==> src/rtl/bo_pkg.sv <==
package bo_pkg;
  typedef enum logic [1:0] {
    ST_CPU   = 2'd0,  // processor owns the bus
    ST_GRANT = 2'd1,  // grant out, waiting for acknowledge
    ST_OWNED = 2'd2,  // outside master holds acknowledge
    ST_PEND  = 2'd3   // acknowledge held, next master already granted
  } bo_state_e;
endpackage

==> src/rtl/bo_sync.sv <==
module bo_sync #(
  parameter int unsigned W       = 1,
  parameter int unsigned STAGES  = 2,
  parameter logic [W-1:0] RST_VAL = '0
) (
  input  logic         clk,
  input  logic         rst_n,
  input  logic [W-1:0] d,
  output logic [W-1:0] q
);
  localparam int unsigned LAST = STAGES - 1;

  logic [STAGES-1:0][W-1:0] stg_q;
  logic [STAGES-1:0][W-1:0] stg_d;

  // next value of every stage: stage 0 takes the input, others shift
  always_comb begin
    stg_d[0] = d;
    for (int i = 1; i < STAGES; i++) stg_d[i] = stg_q[i-1];
  end

  always_ff @(posedge clk or negedge rst_n) begin
    if (!rst_n) stg_q <= {STAGES{RST_VAL}};
    else        stg_q <= stg_d;
  end

  assign q = stg_q[LAST];
endmodule

==> src/rtl/bo_fsm.sv <==
module bo_fsm
  import bo_pkg::*;
(
  input  logic      clk,
  input  logic      rst_n,
  input  logic      req_s,
  input  logic      ack_s,
  input  logic      cyc_done,
  output bo_state_e state_o,
  output logic      grant_n_o,
  output logic      cpu_bus_en_o
);
  bo_state_e st_q, st_d;
  logic      st_en;

  always_comb begin
    st_d = st_q;
    unique case (st_q)
      ST_CPU:   if (req_s && cyc_done) st_d = ST_GRANT;
      ST_GRANT: begin
        if (ack_s)       st_d = ST_OWNED;
        else if (!req_s) st_d = ST_CPU;
      end
      ST_OWNED: begin
        if (!ack_s)     st_d = req_s ? ST_GRANT : ST_CPU;
        else if (req_s) st_d = ST_PEND;
      end
      ST_PEND: begin
        if (!ack_s)      st_d = req_s ? ST_GRANT : ST_CPU;
        else if (!req_s) st_d = ST_OWNED;
      end
      default: st_d = ST_CPU;
    endcase
  end

  assign st_en = (st_d != st_q);

  always_ff @(posedge clk or negedge rst_n) begin
    if (!rst_n)     st_q <= ST_CPU;
    else if (st_en) st_q <= st_d;
  end

  assign state_o      = st_q;
  assign grant_n_o    = !((st_q == ST_GRANT) || (st_q == ST_PEND));
  assign cpu_bus_en_o = (st_q == ST_CPU);
endmodule

==> src/rtl/bus_own_arbiter.sv <==
module bus_own_arbiter
  import bo_pkg::*;
#(
  parameter int unsigned SYNC_STAGES = 2
) (
  input  logic clk,
  input  logic rst_n,
  input  logic req_n_i,
  input  logic ack_n_i,
  input  logic cyc_done_i,
  output logic grant_n_o,
  output logic cpu_bus_en_o
);
  localparam int unsigned PINS = 2;

  logic            rst_sync_n;
  logic [PINS-1:0] pins_s;
  logic            req_s;
  logic            ack_s;
  bo_state_e       state;

  // reset: asserted at once, released after SYNC_STAGES edges
  bo_sync #(.W(1), .STAGES(SYNC_STAGES), .RST_VAL(1'b0)) u_rst_sync (
    .clk   (clk),
    .rst_n (rst_n),
    .d     (1'b1),
    .q     (rst_sync_n)
  );

  // arbitration pins, idle high
  bo_sync #(.W(PINS), .STAGES(SYNC_STAGES), .RST_VAL({PINS{1'b1}})) u_pin_sync (
    .clk   (clk),
    .rst_n (rst_sync_n),
    .d     ({req_n_i, ack_n_i}),
    .q     (pins_s)
  );

  assign req_s = !pins_s[1];
  assign ack_s = !pins_s[0];

  bo_fsm u_fsm (
    .clk          (clk),
    .rst_n        (rst_sync_n),
    .req_s        (req_s),
    .ack_s        (ack_s),
    .cyc_done     (cyc_done_i),
    .state_o      (state),
    .grant_n_o    (grant_n_o),
    .cpu_bus_en_o (cpu_bus_en_o)
  );
endmodule

==> config.mk <==
export PLATFORM = sky130hd
export DESIGN_NAME = bus_own_arbiter
export DESIGN_NICKNAME = d
export VERILOG_FILES = /design/src/rtl/bo_pkg.sv /design/src/rtl/bo_sync.sv /design/src/rtl/bo_fsm.sv /design/src/rtl/bus_own_arbiter.sv
export SDC_FILE = /design/constraint.sdc
export NUM_CORES = 1
export LEC_CHECK = 0
export BUFFER_PORTS_ARGS = -buffer_cell sky130_fd_sc_hd__clkbuf_2
export CAP_MARGIN = 20
export CORE_AREA = 3 3 40 42
export DETAILED_ROUTE_END_ITERATION = 7
export DIE_AREA = 0 0 43 45
export PLACE_DENSITY_LB_ADDON = 0.3
export SYNTH_ARGS = -nofsm -noshare
export SYNTH_HDL_FRONTEND = slang
export SYNTH_SLANG_ARGS = --single-unit
==> constraint.sdc <==
create_clock -name clk -period 0.8 [get_ports clk]
set_input_delay 0.04 -clock clk [delete_from_list [all_inputs] [get_ports clk]]
set_output_delay 0.04 -clock clk [all_outputs]
set_load 0.01 [all_outputs]
---- Yosys cells after proc, flatten, opt, wreduce, memory -nomap -nowiden ----
Cells that the tools add are included.
storage, ports and cells
  flip-flop bits (word level) ............. 8
  input port bits ......................... 5
  output and inout bits ................... 2
operators by class
  eq/ne operators ......................... 4
  muxes and demuxes ....................... 9
  reductions and logical operators ........ 5
operators by type and width
  cell                number
  $mux 2              7
  $pmux 2 s4          1
  $eq 2x2->1 const B  2
  $eq 2x1->1 const B  1
  $logic_not 1->1     2
  $logic_not 2->1     1
  $ne 2x2->1          1
  $logic_and 1x1->1   1
  $logic_or 1x1->1    1
  $mux 1              1

---- Longest topological paths before layout ----
Gate-level depths: netlist of run 1.
  depth in word-level cells ............... 5
  gate-level depth with buffers ........... 2
  depth with buffers taken out ............ 2

---- By module ----
From an unflattened synthesis of run 1, not the netlist that was laid out.
second synthesis, totals
  cells, all modules ...................... 17
  area total of the unflattened synthesis .. 252.7 um^2
by module, submodules not included
  module                 instances  cells an instance  area an instance (um^2)
  bo_sync at u_pin_sync  1          4                  105.1
  bo_fsm                 1          8                  86.3
  bo_sync at u_rst_sync  1          2                  50.0
  bus_own_arbiter        1          3                  11.3

---- Worst setup path before layout of run 1 ----
No wires, ideal clock.
  kind .................................... register to register
  start point ............................. register u_fsm.st_q[0], in the netlist u_fsm.state_o[0]
  end point ............................... register u_fsm.st_q[1], in the netlist u_fsm.state_o[1]
  library setup time ...................... 127 ps
  arrival time ............................ 654 ps
  required time ........................... 673 ps
  slack ................................... 19 ps
  stages on the path, launching flop included .. 3
  path buffers ............................ 0
  cell sequence ........................... dfrtp_1 > nor2_1 > nor2_1
between the ends
  elaborated cells on any way between the ends .. 13
RTL lines
  what                    RTL line               RTL
  start, declared         bo_fsm.sv:13           bo_state_e st_q, st_d;
  start signal, assigned  bo_fsm.sv:40           else if (st_en) st_q <= st_d;
  $logic_not 2->1 (*)     n/a
  named net cpu_bus_en_o  bus_own_arbiter.sv:12  output logic cpu_bus_en_o
  $pmux 2 s4 (*)          bo_fsm.sv:18           unique case (st_q)
  $ne 2x2->1              bo_fsm.sv:36           assign st_en = (st_d != st_q);
Mark *: on every way through the listed nets, which the timed path passes. The rest lies on a longest branch.
A chain may end at the register's enable or synchronous reset.

---- Final worst setup path of run 1 ----
  start point ............................. register u_fsm.st_q[0], in the netlist u_fsm.state_o[0]
  end point ............................... output cpu_bus_en_o
between the ends
  longest elaborated chain between the ends .. 1
ends and longest elaborated chain
  what             RTL line               RTL
  $logic_not 2->1  bo_fsm.sv:45           assign cpu_bus_en_o = (st_q == ST_CPU);
  end, declared    bus_own_arbiter.sv:12
No other way between the ends.

==> impl_metrics.json, run 1 <==
{
  "outcome": "finished with violations",
  "clock_sinks": 8,
  "pins_over_slew_limit": 0,
  "post-synth-top-area-cell": "dfstp_2",
  "post_route_cells_drive_above_1_share_pct": 58.62,
  "detail_route.vias_per_cell": 3.455,
  "portBuffers": 6,
  "cts_max_level": 1,
  "synth_top_cell_area_share_pct": 43.98,
  "critical_path_arrival_ns": 0.90,
  "timing.critical_path.to": "cpu_bus_en_o",
  "synth.lib_cells_used.distinct": 7,
  "vdd_ir_drop_max_v": 0.001295,
  "yosys_warnings": 0,
  "power-per-cell-area_mw_per_mm2": 2271,
  "final_report_hold_violation_count": 0,
  "path_max_fanout": 3,
  "timing.rr.start": "u_fsm.state_o[0]",
  "r2r-end": "u_fsm.state_o[0]",
  "synthCells": 15,
  "floorplan.rows": 13,
  "postLayoutCoreUtil_pct": 28.04,
  "final_nets": 36,
  "worst_hold_path_type": "flip-flop to async pin",
  "synth_xor_xnor_area_share_pct": 0,
  "cp_data_required_time_ns": 0.76,
  "drc_errors": 0,
  "finalWorstPathRequiredPeriod_ns": 0.9367,
  "synth_nets": 20,
  "grt_use_total_pct": 5.396,
  "drt_pre_antenna_iters": 1,
  "most-common-layout-cells": "clkbuf_2, dfrtp_1, dfstp_2",
  "final_min_period_over_clock_period_pct": 117.1,
  "setup_viol": 3,
  "timing.critical_path.from_type": "flip-flop",
  "clkSlewWorstSetupHoldPaths_ns": 0.05,
  "netSwitchingFraction_pct": 19.99,
  "n_antenna_cell": 0,
  "synth_fa_ha_area_share_pct": 0,
  "layout.filler_cells": 136,
  "power.share.sequential_pct": 55.5,
  "num_io_pins": 7,
  "cts_tree": "yes",
  "clockPowerShare_pct": 35.1,
  "cts_root_buffer": "clkbuf_4",
  "synth.cell_area_um2": 239.0,
  "power.static_leakage_uw": 0.0001699,
  "synth_compound_gate_area_share_pct": 2.094,
  "place_congestion": 0.5211,
  "first_global_vias": 182,
  "via_count": 152,
  "drt_iter0_drc": 0,
  "cts_inserted_buffers": 3,
  "worst_slack_ns": -0.1367,
  "number_of_cells_traversed_by_the_worst_register_to_register_path": 3,
  "power.share.combinational_pct": 9.4,
  "wire_per_inst_um": 8.091,
  "synth_top_family_by_area": "multiplexers",
  "worst-setup-path-type": "flip-flop to primary output",
  "p_int_uw": 654.8,
  "sequential_share_of_the_synthesized_area_pct": 85.86,
  "synth.mux.area_fraction_pct": 4.188,
  "total_of_flip_flops_plus_latches_after_synthesis": 8,
  "postRouteAntennaNets": 0,
  "core-area_mm2": 0.001285,
  "yosys.area_share.simple_pct": 3.141,
  "floorplan.die.height_um": 45,
  "power_switching_uw": 163.6,
  "first_pass_grt_wire_length_um": 676,
  "drt-total-wl_um": 356,
  "setup.worst_path.start": "u_fsm.state_o[0]",
  "post_synth.cell_area_avg_um2": 15.93,
  "die_w_um": 43,
  "fin_skew_ns": 0.002096,
  "initial_utilization_pct": 18.60,
  "power_uw": 818.4,
  "cp-end-kind": "primary output",
  "die_area_mm2": 0.001935,
  "clock.fmax_ghz": 1.068,
  "layout-area-overhead-vs-synth_pct": 50.79,
  "failed_checks": "setup timing",
  "grt_setup_unrepaired": "true",
  "ff2ff_setup_slack_ns": -0.08,
  "grt-ovfl-total": 0,
  "synth_top_cells_by_area": "dfstp_2, dfrtp_1, mux2i_1, inv_1, nor2_1",
  "clkLatencyLatePin_ns": 0.24,
  "drv_cap": 0,
  "clock_path_buffers": 2,
  "antenna_found_initial": 0,
  "grt_start_max_net_pins": 7
}
==> how the worst min path moves through the flow <==
stage	startpoint	endpoint	slack [ns]	cells after the start
6_report	u_rst_sync.q	u_fsm.state_o[0]	0.09	0
5_1_grt	rst_n	u_rst_sync.q	0.11	2
4_1_cts	rst_n	u_rst_sync.stg_d[1]	0.09	2
3_5_place_dp	rst_n	u_rst_sync.stg_d[1]	-0.17	1
3_3_place_gp	rst_n	u_rst_sync.stg_d[1]	-0.17	1
2_1_floorplan	rst_n	u_rst_sync.q	-0.26	0
==> per-stage QoR <==
step                setup slack [ns]  cell area [um^2]  std cells  hold slack (ns)  setup TNS, ns
floorplan                    0.01913             239.0         15          -0.2556              0
global placement             0.02366             287.8         36          -0.1743              0
detailed placement         0.0002230             287.8         36          -0.1722              0
CTS                          -0.1344             357.8         44          0.09427        -0.2714
global route                 -0.2006             360.3         44           0.1054        -0.4845
finish                       -0.1367             360.3         44          0.09288        -0.2575
==> state kept, by name, summed over array words and instances (netlist names) <==
signal / count
u_pin_sync.stg_d: 2
u_rst_sync.stg_d: 1
u_rst_sync.q: 1
u_fsm.state_o: 2
u_pin_sync.q: 2
==> area by class of cell <==
cell class | instances | area, um^2 | share of cell area [%]
clock buffer | 3 | 22.52 | 6.250
inverter | 2 | 7.507 | 2.083
multi-input combinational | 5 | 31.28 | 8.681
sequential | 8 | 205.2 | 56.94
tap | 15 | 18.77 | 5.208
timing repair buffer | 11 | 75.07 | 20.83
==> critical path: stages, from the launching register on <==
cell,delay [ns]
dfrtp_1,0.39
nor2_2,0.12
buf_2,0.14
==> power groups by stage <==
| stage | clock network, uW | logic, uW | registers, uW |
|---|---|---|---|
| finish | 287 | 76.7 | 454 |
| global route | 337 | 85.3 | 458 |
| CTS | 307 | 73.7 | 454 |
| detailed placement | 0 | 45.5 | 460 |
| global placement | 0 | 43.7 | 458 |
| floorplan | 0 | 21.8 | 456 |
==> cells by family after synthesis <==
kind of cell / after synthesis
DFF: 8
and+or+nand+nor: 2
buffers and inverters: 2
AOI/OAI and AO/OA: 1
muxes: 1
other: 1
==> cells in the mapped netlist, drive strengths merged <==
library cell,number
conb,1
dfstp,4
mux2i,1
a21oi,1
nor2,2
inv,2
dfrtp,4
==> layer usage <==
layer  up-vias  track usage (%)  wire (um)
li1         71                -          -
met1        72            4.000        124
met2         9            8.084        177
met3         0            5.976         54
met4         0            3.614          0
met5         -                0          0
==> timing repair <==
action	in CTS	in global routing
gates resized for setup	1	3
setup endpoints to repair	3	4
pin swaps	1	1
buffers inserted	2	1
endpoints found under the hold margin	4	0
hold buffers	3	0
(Power assumes the default switching activity.)
==> inputs of run 2 (changes only) <==
--- a/config.mk
+++ b/config.mk
@@ -11,6 +11,7 @@
 export DETAILED_ROUTE_END_ITERATION = 7
 export DIE_AREA = 0 0 43 45
 export PLACE_DENSITY_LB_ADDON = 0.3
+export SKIP_CTS_REPAIR_TIMING = 1
 export SYNTH_ARGS = -nofsm -noshare
 export SYNTH_HDL_FRONTEND = slang
 export SYNTH_SLANG_ARGS = --single-unit
==> constraint.sdc (replaced) <==
create_clock -name clk -period 1.1 [get_ports clk]
set_input_delay 0.055 -clock clk [delete_from_list [all_inputs] [get_ports clk]]
set_output_delay 0.055 -clock clk [all_outputs]
set_load 0.01 [all_outputs]
==> impl_metrics.json, run 2 (synthesis results as in run 1) <==
{
  "outcome": "complete, no violations",
  "portBuffers": 6,
  "clock_sinks": 8,
  "drt_iter0_drc": 0,
  "worstPathCellList": "nor2_1 -> clkbuf_2",
  "timing.critical_path.slowest_cell_delay_ns": 0.39,
  "cts_root_buffer": "clkbuf_4",
  "drt_pre_antenna_iters": 1,
  "power.share.combinational_pct": 7.0,
  "core-area_mm2": 0.001285,
  "via_count": 143,
  "drt-total-wl_um": 318,
  "die_area_mm2": 0.001935,
  "final_min_period_over_clock_period_pct": 90.30,
  "stdcell_count": 42,
  "worst_hold_path_type": "flip-flop to async pin",
  "worst-setup-path-type": "flip-flop to primary output",
  "drv_cap": 0,
  "placedCellCount": 36,
  "floorplan.rows": 13,
  "clock_path_buffers": 2,
  "power.static_leakage_uw": 0.0001608,
  "timing.critical_path.from_type": "flip-flop",
  "die_w_um": 43,
  "crit_path_top_delay_cell": "dfrtp_1",
  "grt_start_max_net_pins": 7,
  "cts_max_level": 1,
  "layout-area-overhead-vs-synth_pct": 42.41,
  "pins_over_slew_limit": 0,
  "clkLatencyLatePin_ns": 0.24,
  "cp_data_required_time_ns": 1.04,
  "wire_per_inst_um": 7.571,
  "layout.filler_cells": 137,
  "finalWorstPathRequiredPeriod_ns": 0.9933,
  "final_nets": 34,
  "final_cell_area_um2": 340.3,
  "detail_route.vias_per_cell": 3.405,
  "initial_utilization_pct": 18.60,
  "antenna_found_initial": 0,
  "power_switching_uw": 113.4,
  "path_max_fanout": 3,
  "most-common-layout-cells": "clkbuf_2, dfrtp_1, dfstp_2",
  "n_antenna_cell": 0,
  "grt_setup_unrepaired": "false",
  "power-per-cell-area_mw_per_mm2": 1700,
  "dpl_cell_area_um2": 287.8,
  "cp-end-kind": "primary output",
  "critical_path_arrival_ns": 0.94,
  "fin_skew_ns": 0.001844,
  "layout.cells.most_common": "clkbuf_2",
  "clock.fmax_ghz": 1.007,
  "grt-ovfl-total": 0,
  "num_io_pins": 7,
  "cts_tree": "yes",
  "postRouteAntennaNets": 0,
  "first_global_vias": 161,
  "clockPowerShare_pct": 36.1,
  "power.share.sequential_pct": 56.9,
  "floorplan.die.height_um": 45,
  "first_pass_grt_wire_length_um": 614,
  "fin_setup_tns_ns": 0,
  "netSwitchingFraction_pct": 19.59,
  "post_route_cells_drive_above_1_share_pct": 48.15,
  "place_congestion": 0.5211,
  "vdd_ir_drop_max_v": 0.0009411,
  "grt_use_total_pct": 4.975,
  "drc_errors": 0,
  "p_int_uw": 465.3,
  "setup_viol": 0,
  "final_report_hold_violation_count": 0,
  "cts_inserted_buffers": 3,
  "clkSlewWorstSetupHoldPaths_ns": 0.05
}
==> run 2: cell count changes in the layout (fill, tap and decap cells not counted), sizes merged <==
cell	before	now
buf	4	0
clkbuf	7	9
==> run 2: layout make-up <==
type | instances | area, um^2 | area share, %
Multi-Input combinational cell | 5 | 26.28 | 7.721
Clock buffer | 3 | 22.52 | 6.618
Inverter | 2 | 7.507 | 2.206
Tap cell | 15 | 18.77 | 5.515
Sequential cell | 8 | 205.2 | 60.29
Timing Repair Buffer | 9 | 60.06 | 17.65
==> run 2: critical path: cells and delay by family (launching register included) <==
kind	cells	cell delay [ns]
flops	1	0.39
simple gates	1	0.15
buf+inv	1	0.15
==> run 2: path summary, 6_finish.rpt <==
kind	startpoint	end	slack, ns	depth (start not counted)
min in group clk	cyc_done_i	u_fsm.state_o[0]	0.12	3
worst max-delay path	u_fsm.state_o[0]	cpu_bus_en_o	0.11	2
max in group asynchronous	u_rst_sync.q	u_pin_sync.q[0]	0.75	0
worst max register to register	u_pin_sync.q[0]	u_fsm.state_o[0]	0.30	2
worst min register to register	u_rst_sync.q	u_fsm.state_o[0]	0.09	0
worst min-delay path	u_rst_sync.q	u_fsm.state_o[0]	0.09	0
==> run 2: routing by layer <==
layer  up-vias  global-route usage [%]  share of wire, %
met5         -                       0                 0
met4         0                   3.614                 0
met3         0                   5.976                17
met2         9                   6.287                45
met1        67                   4.250                38
li1         67                       -                 -
==> run 2: power by group through the flow <==
stage | sequential, uW | clock [uW] | combinational, uW
finish | 329 | 209 | 40.5
floorplan | 332 | 0 | 15.8
global placement | 333 | 0 | 31.8
detailed placement | 334 | 0 | 33.1
global route | 333 | 245 | 46.0
CTS | 330 | 223 | 33.1
==> run 2: metrics by stage <==
stage          power (uW)  hold WS, ns  worst slack [ns]  util, %
3_3_place_gp        364.8      -0.1593            0.3237    22.40
4_1_cts             586.2      -0.4244           0.09348    24.15
2_1_floorplan       347.5      -0.2406            0.3191        -
5_1_grt             623.7       0.1204           0.02182    26.48
3_5_place_dp        367.6      -0.1572            0.3002    22.40
6_report            578.7      0.09234            0.1067    26.48
==> inputs of run 3 (changes only) <==
--- a/config.mk
+++ b/config.mk
@@ -7,9 +7,9 @@
 export LEC_CHECK = 0
 export BUFFER_PORTS_ARGS = -buffer_cell sky130_fd_sc_hd__clkbuf_2
 export CAP_MARGIN = 20
-export CORE_AREA = 3 3 40 42
+export CORE_AREA = 4 4 41 43
 export DETAILED_ROUTE_END_ITERATION = 7
-export DIE_AREA = 0 0 43 45
+export DIE_AREA = 0 0 45 47
 export PLACE_DENSITY_LB_ADDON = 0.3
 export SKIP_CTS_REPAIR_TIMING = 1
 export SYNTH_ARGS = -nofsm -noshare
==> impl_metrics.json, run 3 (synthesis results as in run 1) <==
{
  "most-common-layout-cells": "clkbuf_2, dfrtp_1, dfstp_2",
  "netSwitchingFraction_pct": 21.28,
  "pins_over_slew_limit": 0,
  "initial_utilization_pct": 18.37,
  "final_report_hold_violation_count": 0,
  "layout-area-overhead-vs-synth_pct": 45.03,
  "p_int_uw": 480.7,
  "power.share.combinational_pct": 6.8,
  "timing.critical_path.from_type": "flip-flop",
  "finalWorstPathRequiredPeriod_ns": 0.9980,
  "power_switching_uw": 129.9,
  "clockPowerShare_pct": 39.1,
  "drv_cap": 0,
  "postLayoutCoreUtil_pct": 26.63,
  "cts_inserted_buffers": 3,
  "die_w_um": 45,
  "drt_iter0_drc": 2,
  "grt_setup_unrepaired": "false",
  "worst_hold_path_type": "flip-flop to async pin",
  "n_antenna_cell": 0,
  "hpwlAfterDp_um": 227.3,
  "number_of_cells_traversed_by_the_worst_register_to_register_path": 2,
  "cts_max_level": 1,
  "core-area_mm2": 0.001301,
  "path_max_fanout": 3,
  "postRouteAntennaNets": 0,
  "detail_route.vias_per_cell": 3.349,
  "power.static_leakage_uw": 0.0001623,
  "clkSlewWorstSetupHoldPaths_ns": 0.06,
  "top_usage_layer": "met3",
  "ff2ff_setup_slack_ns": 0.30,
  "grt-ovfl-total": 0,
  "setup_viol": 0,
  "drt-total-wl_um": 362,
  "grt_start_max_net_pins": 7,
  "wire_per_inst_um": 8.419,
  "power-per-cell-area_mw_per_mm2": 1762,
  "drt_pre_antenna_iters": 2,
  "setup.worst_path.start": "u_fsm.state_o[0]",
  "portBuffers": 6,
  "layout.filler_cells": 140,
  "power.share.sequential_pct": 54.2,
  "first_global_vias": 146,
  "post_route_cells_drive_above_1_share_pct": 50.00,
  "final_cell_area_um2": 346.6,
  "timing.critical_path.to": "cpu_bus_en_o",
  "layout.cells.most_common": "clkbuf_2",
  "grt_use_total_pct": 5.040,
  "worst-setup-path-type": "flip-flop to primary output",
  "via_count": 144,
  "grt_use_met3_pct": 6.897,
  "clkLatencyLatePin_ns": 0.26,
  "r2r-end": "u_fsm.state_o[0]",
  "drc_errors": 0,
  "outcome": "complete, no violations",
  "clock_path_buffers": 2,
  "cts_root_buffer": "clkbuf_4",
  "floorplan.rows": 13,
  "place_congestion": 0.5303,
  "timing.rr.start": "u_pin_sync.q[0]",
  "cp-end-kind": "primary output",
  "num_io_pins": 7,
  "globalRouteMet2Util_pct": 5.650,
  "fin_skew_ns": 0.01223,
  "clock_sinks": 8,
  "met1_grt_util_pct": 5.189,
  "critical_path_arrival_ns": 0.94,
  "die_area_mm2": 0.002115,
  "floorplan.die.height_um": 47,
  "final_min_period_over_clock_period_pct": 90.73,
  "antenna_found_initial": 0,
  "vdd_ir_drop_max_v": 0.0006065,
  "clock.fmax_ghz": 1.002,
  "first_pass_grt_wire_length_um": 641,
  "fin_setup_tns_ns": 0,
  "cp_data_required_time_ns": 1.04,
  "final_nets": 34,
  "cts_tree": "yes",
  "dpl_cell_area_um2": 287.8
}
## run 3: cell type report
class / count / area (um^2) / area share (%)
inverter: 2 / 7.507 / 2.166
sequential: 8 / 205.2 / 59.21
clock buffer: 4 / 26.28 / 7.581
tap: 15 / 18.77 / 5.415
multi-input combinational: 5 / 28.78 / 8.303
timing repair buffer: 9 / 60.06 / 17.33
## run 3: routing by layer
metal | up-vias | share of wire (%)
li1 | 69 | -
met1 | 65 | 39
met2 | 10 | 40
met3 | 0 | 20
met4 | 0 | 0
met5 | - | 0
## run 3: power groups by stage
stage	Sequential (uW)	Combinational, uW	Clock, uW
2_1_floorplan	332	15.8	0
3_3_place_gp	333	31.6	0
3_5_place_dp	334	32.8	0
4_1_cts	330	33.4	259
5_1_grt	334	47.3	290
6_report	331	41.4	238
## run 3: through the flow
step	hold slack, ns	power, uW	setup slack, ns	instances
after global routing	0.1047	671.3	0.03013	43
after floorplan	-0.2406	347.5	0.3191	15
after global placement	-0.1592	364.5	0.3295	36
final	0.09081	610.6	0.1020	43
after detailed placement	-0.1577	367.0	0.3033	36
after CTS	-0.4424	622.9	0.06770	40
## run 3: how the worst min path moves through the flow
stage	start	endpoint	slack, ns	depth (start not counted)
after global placement	rst_n	u_rst_sync.stg_d[1]	-0.16	1
after detailed placement	rst_n	u_rst_sync.stg_d[1]	-0.16	1
after floorplan	rst_n	u_rst_sync.q	-0.24	0
final	u_rst_sync.q	u_fsm.state_o[0]	0.09	0
after global routing	rst_n	u_rst_sync.q	0.10	2
after CTS	rst_n	u_rst_sync.q	-0.44	1
## run 3: worst max-delay path, stage by stage, from the launching register on
cell and delay [ns]:
dfrtp_1 0.41, nor2_2 0.13, clkbuf_2 0.14
